[config.mk]
export PLATFORM = sky130hd
export DESIGN_NAME = cmd_regbuf
export DESIGN_NICKNAME = d
export VERILOG_FILES = /design/src/rtl/cmd_regbuf_pkg.sv /design/src/rtl/cmd_gate_reg.sv /design/src/rtl/side_line_reg.sv /design/src/rtl/par_check.sv /design/src/rtl/cmd_regbuf.sv
export SDC_FILE = /design/constraint.sdc
export NUM_CORES = 1
export LEC_CHECK = 0
export BUFFER_PORTS_ARGS = -buffer_cell sky130_fd_sc_hd__clkbuf_2
export CORE_UTILIZATION = 45
export CTS_CLUSTER_DIAMETER = 60
export DETAILED_ROUTE_END_ITERATION = 12
export PLACE_DENSITY = 0.83
export SLEW_MARGIN = 20
export SYNTH_ARGS = -nofsm -noshare
export SYNTH_HDL_FRONTEND = slang
export SYNTH_SLANG_ARGS = --single-unit
[constraint.sdc]
create_clock -name clk -period 3.4 [get_ports clk]
set_input_delay 0 -clock clk [delete_from_list [all_inputs] [get_ports clk]]
set_output_delay 0 -clock clk [all_outputs]
set_load 0.1 [all_outputs]
[src/rtl/cmd_regbuf_pkg.sv]
// Package: shared sizes and the parity helper for the registered command buffer.
// Assumes: parity is odd and covers the low PAR_W bits of the command word.
package cmd_regbuf_pkg;
    localparam int unsigned CMD_W_DEF  = 28;
    localparam int unsigned PAR_W_DEF  = 22;
    localparam int unsigned LINE_W_DEF = 2;
    localparam int unsigned HOLD_DEF   = 2;

    // Returns 1 when the word bits plus the parity bit fail odd parity.
    function automatic logic odd_par_fail(input logic [PAR_W_DEF-1:0] bits, input logic par);
        return ~((^bits) ^ par);
    endfunction
endpackage

[src/rtl/cmd_gate_reg.sv]
// Module: gated command register with one copy per output bank.
// Loads the command word when selected (or when gating is off), otherwise holds.
// Assumes: synchronous active-low reset, which overrides the selects.
module cmd_gate_reg #(
    parameter int unsigned CMD_W  = 28,
    parameter int unsigned BANKS  = 2,
    parameter int unsigned SEL_W  = 2
) (
    input  logic             clk,
    input  logic             rst_n,
    input  logic             gate_en,
    input  logic [SEL_W-1:0] sel_n,
    input  logic [CMD_W-1:0] cmd_in,
    output logic [CMD_W-1:0] cmd_q [BANKS]
);
    logic load;

    // Decide whether this edge updates the gated outputs.
    always_comb begin
        load = !gate_en || !(&sel_n);
    end

    for (genvar b = 0; b < BANKS; b++) begin : g_bank
        // One register copy per bank, loaded together.
        always_ff @(posedge clk) begin
            if (!rst_n)
                cmd_q[b] <= '0;
            else if (load)
                cmd_q[b] <= cmd_in;
        end
    end

    AST_HOLD_DESELECTED: assert property (@(posedge clk) disable iff (!rst_n)
        (gate_en && (&sel_n)) |=> $stable(cmd_q[0])) else $error("hold");
    AST_LOAD_SELECTED: assert property (@(posedge clk) disable iff (!rst_n)
        (!gate_en || !(&sel_n)) |=> (cmd_q[0] == $past(cmd_in))) else $error("load");
    AST_BANKS_MATCH: assert property (@(posedge clk)
        cmd_q[0] == cmd_q[BANKS-1]) else $error("banks");
    AST_CMD_RESET: assert property (@(posedge clk)
        !rst_n |=> (cmd_q[0] == '0)) else $error("reset");
endmodule

[src/rtl/side_line_reg.sv]
// Module: ungated register for clock-enable and termination lines, one copy per bank.
// Assumes: these lines update every edge, whatever the selects are.
module side_line_reg #(
    parameter int unsigned LINE_W = 2,
    parameter int unsigned BANKS  = 2
) (
    input  logic              clk,
    input  logic              rst_n,
    input  logic [LINE_W-1:0] cke_in,
    input  logic [LINE_W-1:0] odt_in,
    output logic [LINE_W-1:0] cke_q [BANKS],
    output logic [LINE_W-1:0] odt_q [BANKS]
);
    for (genvar b = 0; b < BANKS; b++) begin : g_bank
        // Register both side lines into this bank every edge.
        always_ff @(posedge clk) begin
            if (!rst_n) begin
                cke_q[b] <= '0;
                odt_q[b] <= '0;
            end else begin
                cke_q[b] <= cke_in;
                odt_q[b] <= odt_in;
            end
        end
    end

    AST_SIDE_UNGATED: assert property (@(posedge clk) disable iff (!rst_n)
        1'b1 |=> (cke_q[0] == $past(cke_in) && odt_q[BANKS-1] == $past(odt_in))) else $error("side");
endmodule

[src/rtl/par_check.sv]
// Module: parity pipeline. Keeps the word one stage, pairs it with the late
// parity bit, and stretches each mismatch into an active-low error window.
// Assumes: parity for the word sampled at edge k is sampled at edge k+1.
module par_check
    import cmd_regbuf_pkg::*;
#(
    parameter int unsigned PAR_W = 22,
    parameter int unsigned HOLD  = 2
) (
    input  logic             clk,
    input  logic             rst_n,
    input  logic [PAR_W-1:0] bits_in,
    input  logic             par_in,
    output logic             err_n
);
    localparam int unsigned CNT_W = $clog2(HOLD + 1);

    logic [PAR_W-1:0] bits_d;
    logic             bits_vld;
    logic             fail;
    logic [CNT_W-1:0] win_cnt;

    // Store the covered bits and mark that a word is waiting for its parity.
    always_ff @(posedge clk) begin
        if (!rst_n) begin
            bits_d   <= '0;
            bits_vld <= 1'b0;
        end else begin
            bits_d   <= bits_in;
            bits_vld <= 1'b1;
        end
    end

    // Compare the stored word with the parity bit that is arriving now.
    always_comb begin
        fail = bits_vld && odd_par_fail(bits_d, par_in);
    end

    // Restart the error window on each mismatch and count it down otherwise.
    always_ff @(posedge clk) begin
        if (!rst_n)
            win_cnt <= '0;
        else if (fail)
            win_cnt <= CNT_W'(HOLD);
        else if (win_cnt != '0)
            win_cnt <= win_cnt - 1'b1;
    end

    // Registered flag output.
    always_ff @(posedge clk) begin
        if (!rst_n)
            err_n <= 1'b1;
        else
            err_n <= !(fail || (win_cnt > CNT_W'(1)));
    end

    AST_ERR_RESET: assert property (@(posedge clk)
        !rst_n |=> err_n) else $error("err reset");
    AST_NO_EARLY_CHECK: assert property (@(posedge clk) disable iff (!rst_n)
        !bits_vld |=> err_n) else $error("early");
    AST_ERR_MIN_LOW: assert property (@(posedge clk) disable iff (!rst_n)
        $fell(err_n) |=> !err_n) else $error("short");
    AST_FAIL_FLAGS: assert property (@(posedge clk) disable iff (!rst_n)
        fail |=> !err_n) else $error("missed");
endmodule

[src/rtl/cmd_regbuf.sv]
// Module: registered command buffer, top level. Two output banks for the
// command word (select gated) and for the side lines (ungated), plus parity.
// Assumes: one clock domain, synchronous active-low reset.
module cmd_regbuf
    import cmd_regbuf_pkg::*;
#(
    parameter int unsigned CMD_W  = CMD_W_DEF,
    parameter int unsigned PAR_W  = PAR_W_DEF,
    parameter int unsigned LINE_W = LINE_W_DEF,
    parameter int unsigned HOLD   = HOLD_DEF
) (
    input  logic              clk,
    input  logic              rst_n,
    input  logic              gate_en,
    input  logic [1:0]        sel_n,
    input  logic [CMD_W-1:0]  cmd_in,
    input  logic [LINE_W-1:0] cke_in,
    input  logic [LINE_W-1:0] odt_in,
    input  logic              par_in,
    output logic [CMD_W-1:0]  cmd_a,
    output logic [CMD_W-1:0]  cmd_b,
    output logic [LINE_W-1:0] cke_a,
    output logic [LINE_W-1:0] cke_b,
    output logic [LINE_W-1:0] odt_a,
    output logic [LINE_W-1:0] odt_b,
    output logic              err_n
);
    localparam int unsigned BANKS = 2;

    logic [CMD_W-1:0]  cmd_q [BANKS];
    logic [LINE_W-1:0] cke_q [BANKS];
    logic [LINE_W-1:0] odt_q [BANKS];

    cmd_gate_reg #(.CMD_W(CMD_W), .BANKS(BANKS), .SEL_W(2)) u_cmd (
        .clk(clk), .rst_n(rst_n), .gate_en(gate_en), .sel_n(sel_n),
        .cmd_in(cmd_in), .cmd_q(cmd_q)
    );

    side_line_reg #(.LINE_W(LINE_W), .BANKS(BANKS)) u_side (
        .clk(clk), .rst_n(rst_n), .cke_in(cke_in), .odt_in(odt_in),
        .cke_q(cke_q), .odt_q(odt_q)
    );

    par_check #(.PAR_W(PAR_W), .HOLD(HOLD)) u_par (
        .clk(clk), .rst_n(rst_n), .bits_in(cmd_in[PAR_W-1:0]),
        .par_in(par_in), .err_n(err_n)
    );

    // Map bank copies onto the named ports.
    always_comb begin
        cmd_a = cmd_q[0];
        cmd_b = cmd_q[1];
        cke_a = cke_q[0];
        cke_b = cke_q[1];
        odt_a = odt_q[0];
        odt_b = odt_q[1];
    end
endmodule

==> impl_metrics.toml, run 1 <==
[outcome]
status = "finished clean"

[grt]
gr-total-overflow = 0
grt_use_met1 = 0.204
grt_pass1_wl_um = 7730
gr-usage-met3 = 0.0576
grt_max_degree = 59
grtUsageMet2 = 0.351
grt.busiest_layer = "met2"
antenna_found_initial = 0
grt_pass1_vias = 1727
globalRouteTotalUtil = 0.201

[drt]
post_drt_wl_per_cell_um = 11.9
dr.first_iter.drc_count = 46
vias_per_cell = 4.50
drc = 0
drt.antenna.violating_nets = 0
wl_um = 4900
drt_pass1_iterations = 5
num_vias = 1856

[yosys]
ys_seq_area_frac = 0.505
netlist_area_mm2 = 0.00230
ys_seq_elements = 58
synth.distinct_cells = 17
yosys_warnings = 0
yosysTopAreaCell = "dfxtp_1"
synth_nets = 277
synthTopCellsByArea = "dfxtp_1, buf_4, nand2_1"
synth.top_cell.area_share = 0.505
synthCells = 239
synth.avg_cell_area_um2 = 9.62

[worst_setup_path]
end_kind = "flop"
r2r_end = "u_par.win_cnt[1]"
startpoint_type = "flop"
required_ps = 3600
reg2reg_from = "u_par.bits_d[17]"
arrival_ps = 2020
cp_max_fo = 3
rr_worst_depth = 5
r2r_slack_ps = 1590
crit_type = "reg2reg"

[floorplanning]
rows = 25
die_w_um = 73.5
start_util = 0.477
die_area_mm2 = 0.00540
core_area_mm2 = 0.00482
ioPinCount = 103
fp.dieH_um = 73.5

[finish]
post-route-cell-area_mm2 = 0.00312
n_antenna_cell = 0
final_cell_mix = "clkbuf_2, nand2_1, dfxtp_1, dlygate4sd3_1, a21boi_0"
area_growth_pct = 35.8
layout_commonest_cell = "clkbuf_2"
drive_above_1_share = 0.339
nets = 379
fill_cells = 404
post-route-util = 0.648

[pwr]
power.total_mw = 1.97
power_density_mw_per_mm2 = 630
vdd_drop_max_mv = 0.410
leakagePower_nw = 1.51

[clock_tree]
root_buffer = "clkbuf_8"
clk_pin_slew_ps = 60
clk_path_buf_depth = 2
clock-sinks = 58
cts_tree = "yes"
cts_max_level = 3
cts_setup_buffers = 0
cts_buffers = 9
insertion_delay_ps = 320

[placed_design]
io_buffers = 102
place_area_mm2 = 0.00261
place.gp.congestion = 0.664
dp.final_hpwl_um = 2930

[timing]
period_needed_ps = 1810
worst_pin_slew_ps = 1030
max-slew-margin-rel = 0.314
finalMaxSlewViolations = 0
setup_viol = 0
max_freq_ghz = 0.551
period_share = 0.533
rsz0062_at_grt = "no"
fin_setup_tns_ps = 0
skew_ps = 7.77
final-hold-violation-count = 0

[flow_run]
drv_cap = 0

[hold_path]
hold_depth = 1
worstHoldStart = "u_par.win_cnt[0]"
hp-class = "reg2reg"
min_to = "u_par.win_cnt[0]"
[final cells by class]
type / count / area, um2 / share of cell area
clock inverters: 3 / 40.0 / 0.0128
multi-input cells: 138 / 861 / 0.276
flip-flops and latches: 58 / 1160 / 0.372
clock buffers: 12 / 145 / 0.0465
well taps: 67 / 83.8 / 0.0269
repair buffers: 134 / 831 / 0.266
[timing repair]
item	4_1_cts	5_1_grt
hold endpoints to repair	54	0
hold buffers	32	0
gates resized for setup	0	0
[cells in the mapped netlist]
cell / count
dfxtp_1: 58
nand2_1: 58
buf_4: 32
a21boi_0: 28
and2_1: 26
xnor2_1: 13
clkbuf_1: 11
xnor3_1: 3
xor2_1: 2
a211oi_1: 1
a311o_1: 1
and3_1: 1
and3b_1: 1
nand3_1: 1
nor3_1: 1
nor3b_1: 1
xnor2_2: 1
[cell families after synthesis]
logic type             synth area share
buffers and inverters             0.122
XOR/XNOR                         0.0936
AO/OA/AOI/OAI                    0.0991
flip-flops                        0.505
AND/OR/NAND/NOR                   0.180
[worst max path at each step]
| stage | end | startpoint | slack [ps] | cells after the start |
|---|---|---|---|---|
| floorplan | u_par.win_cnt[1] | u_par.bits_d[17] | 1730 | 5 |
| global placement | u_par.win_cnt[1] | u_par.bits_d[17] | 1670 | 5 |
| detailed placement | u_par.win_cnt[1] | u_par.bits_d[17] | 1590 | 5 |
| CTS | u_par.win_cnt[1] | u_par.bits_d[17] | 1570 | 5 |
| global route | u_par.win_cnt[1] | u_par.bits_d[17] | 1500 | 5 |
| finish | u_par.win_cnt[1] | u_par.bits_d[17] | 1590 | 5 |
[sequential cells by signal, indices dropped and copies added, names as in the netlist]
register / count
u_cmd.cmd_q: 28
u_par.bits_d: 22
u_par.bits_vld: 1
u_par.err_n: 1
u_par.win_cnt: 2
u_side.cke_q: 2
u_side.odt_q: 2
[routing by layer]
metal,vias up,share of wire
li1,925,-
met1,848,0.40
met2,72,0.53
met3,11,0.045
met4,0,0.025
met5,-,0
[critical path, stage by stage (launching register included)]
cell and delay (ps):
dfxtp_1 310, xnor3_1 400, xnor3_1 250, xnor3_1 270
and3b_1 200, a311o_1 260
[power by group]
part	switching [mW]	internal, mW
Sequential	0.0269	0.729
Combinational	0.470	0.148
Clock	0.241	0.352
Total	0.738	1.23
[metrics by stage]
| step | setup slack [ps] | instances | hold WS (ps) |
|---|---|---|---|
| floorplan | 1730 | 239 | 27.7 |
| global placement | 1670 | 365 | 207 |
| detailed placement | 1590 | 365 | 212 |
| CTS | 1570 | 412 | 405 |
| global route | 1500 | 412 | 425 |
| finish | 1590 | 412 | 428 |
Note: power is estimated with default switching activity, not from simulation.
==> run 2, diff against run 1 <==
CORE_UTILIZATION = 42   (was 45)
PLACE_DENSITY = 0.81   (was 0.83)
clock period = 1.5 ns   (was 3.4 ns; I/O delays follow)
==> run 2 against run 1 <==
  * The run now ends with setup timing left
  * Critical path depth did not move
  * Combinational power rose by 140%
  * Setup slack got worse by 1800 ps
  * Non-clock buffer count grew 5
  * Final cell count up 2.2%
  * Worst hold slack worse by 360 ps
  * Register-to-register slack worse by 1800 ps
  * Critical path type unchanged
==> impl_metrics.toml, run 2 (synthesis gave the netlist of run 1 again) <==
[worst_setup_path]
slowest_stage = "xnor3_1"
required_ps = 1710
rr_worst_depth = 5
startpoint_type = "flop"
crit_type = "reg2reg"
cp_max_fo = 3
arrival_ps = 1950
max_stage_delay_ps = 380
cp_num_buf_inv = 0
end_kind = "flop"
r2r_end = "u_par.win_cnt[1]"
cp_cell_sequence = "xnor3_1 > xnor3_1 > xnor3_1 > and3b_1 > a311o_1"
path_common_cell = "xnor3_1"
r2r_slack_ps = -240
reg2reg_from = "u_par.bits_d[19]"
critPathTopFamily = "XOR/XNOR gates"

[grt]
gr-total-overflow = 0
grt_pass1_vias = 1761
grt_max_degree = 37
grt_pass1_wl_um = 7960
antenna_found_initial = 0
globalRouteTotalUtil = 0.178

[pwr]
p_clk_frac = 0.331
swShare = 0.365
leakagePower_nw = 1.56
vdd_drop_max_mv = 0.764
seqPwrFrac = 0.361
power_density_mw_per_mm2 = 1480
comb_power_share = 0.307
p_sw_mw = 1.73
p_int_mw = 3.01
power.total_mw = 4.74

[drt]
post_drt_wl_per_cell_um = 11.6
drt.antenna.violating_nets = 0
drt_pass1_iterations = 4
num_vias = 1842
dr.first_iter.drc_count = 65
wl_um = 4870
drc = 0
vias_per_cell = 4.38

[clock_tree]
root_buffer = "clkbuf_8"
clk_pin_slew_ps = 70
clk_path_buf_depth = 2
cts_max_level = 3
clock-sinks = 58
insertion_delay_ps = 330
cts_tree = "yes"
cts_buffers = 9

[timing]
period_share = 1.16
max_freq_ghz = 0.574
worst_pin_slew_ps = 550
period_needed_ps = 1740
max-slew-margin-rel = 0.635
final-hold-violation-count = 0
fin_setup_tns_ps = -608
skew_ps = 9.60
setup_ws_ps = -241
rsz0062_at_grt = "yes"
holdWs_ps = 64.6
finalMaxSlewViolations = 0
setup_viol = 3

[finish]
nets = 384
final_cells = 421
final_cell_mix = "clkbuf_2, nand2_1, dfxtp_1, dlygate4sd3_1, a21boi_0"
regMostFlops = "u_cmd.cmd_q"
largest_reg_flops = 28
post-route-util = 0.619
area_growth_pct = 39.2
top_regs = "u_cmd.cmd_q: 28 flops, u_par.bits_d: 22 flops"
drive_above_1_share = 0.356
post-route-cell-area_mm2 = 0.00320
layout_commonest_cell = "clkbuf_2"
n_antenna_cell = 0

[placed_design]
place.gp.congestion = 0.726
place_ws_ps = -273
dp.final_hpwl_um = 2990
io_buffers = 102
place_area_mm2 = 0.00265
placedCellCount = 372

[floorplanning]
die_w_um = 76.0
start_util = 0.444
die_area_mm2 = 0.00577
fp.dieH_um = 76.0
ioPinCount = 103
rows = 26
core_area_mm2 = 0.00517

[hold_path]
hold_depth = 1
min_to = "u_par.bits_vld"
hp-class = "in2reg"
worstHoldStart = "rst_n"

[flow_run]
drv_cap = 0

[outcome]
status = "complete, but fails checks"
failed_checks = "setup timing"
[run 2: changes by cell type in the layout (fill, tap and decap cells not counted)]
cell	before	now
buf_4	0	5
clkbuf_1	2	1
nand3_1	0	1
dfxtp_2	0	1
nand3_2	1	0
dfxtp_1	58	57
xnor2_2	1	2
bufinv_16	1	2
clkinvlp_4	0	1
xnor2_1	13	12
[run 2: what timing repair did]
action | 4_1_cts | 5_1_grt
buffers inserted | 1 | 0
resized for setup | 1 | 1
hold buffers | 32 | 0
hold endpoints to repair | 54 | 0
pin swaps | 2 | 1
endpoints found under the setup margin | 3 | 3
[run 2: area by class of cell]
cell class	instances	area [um2]
clock buffer	11	141
clock inverter	5	77.6
fill	447	1970
multi-input combinational	138	863
sequential	58	1160
tap	70	87.6
timing repair buffer	139	868
[run 2: power groups by stage]
stage	logic [mW]	clock network, mW	registers (mW)
after floorplan	0.736	0	2.20
after global placement	1.32	0	1.74
after detailed placement	1.33	0	1.75
after CTS	1.46	1.60	1.71
after global routing	1.51	1.67	1.73
final	1.46	1.57	1.71
[run 2: worst max path at each step]
stage                     slack, ps             start  cells after the start          endpoint
after floorplan                -170  u_par.bits_d[17]                      5  u_par.win_cnt[1]
after global placement         -220  u_par.bits_d[17]                      5  u_par.win_cnt[1]
after detailed placement       -270  u_par.bits_d[17]                      5  u_par.win_cnt[1]
after CTS                      -250  u_par.bits_d[17]                      5  u_par.win_cnt[1]
after global routing           -330  u_par.bits_d[19]                      5  u_par.win_cnt[1]
final                          -240  u_par.bits_d[19]                      5  u_par.win_cnt[1]
[run 2: layer usage]
layer	vias up	track usage	wire length [um]
li1	938	-	-
met1	833	0.197	2110
met2	60	0.315	2450
met3	11	0.0383	205
met4	0	0.102	102
met5	-	0	0
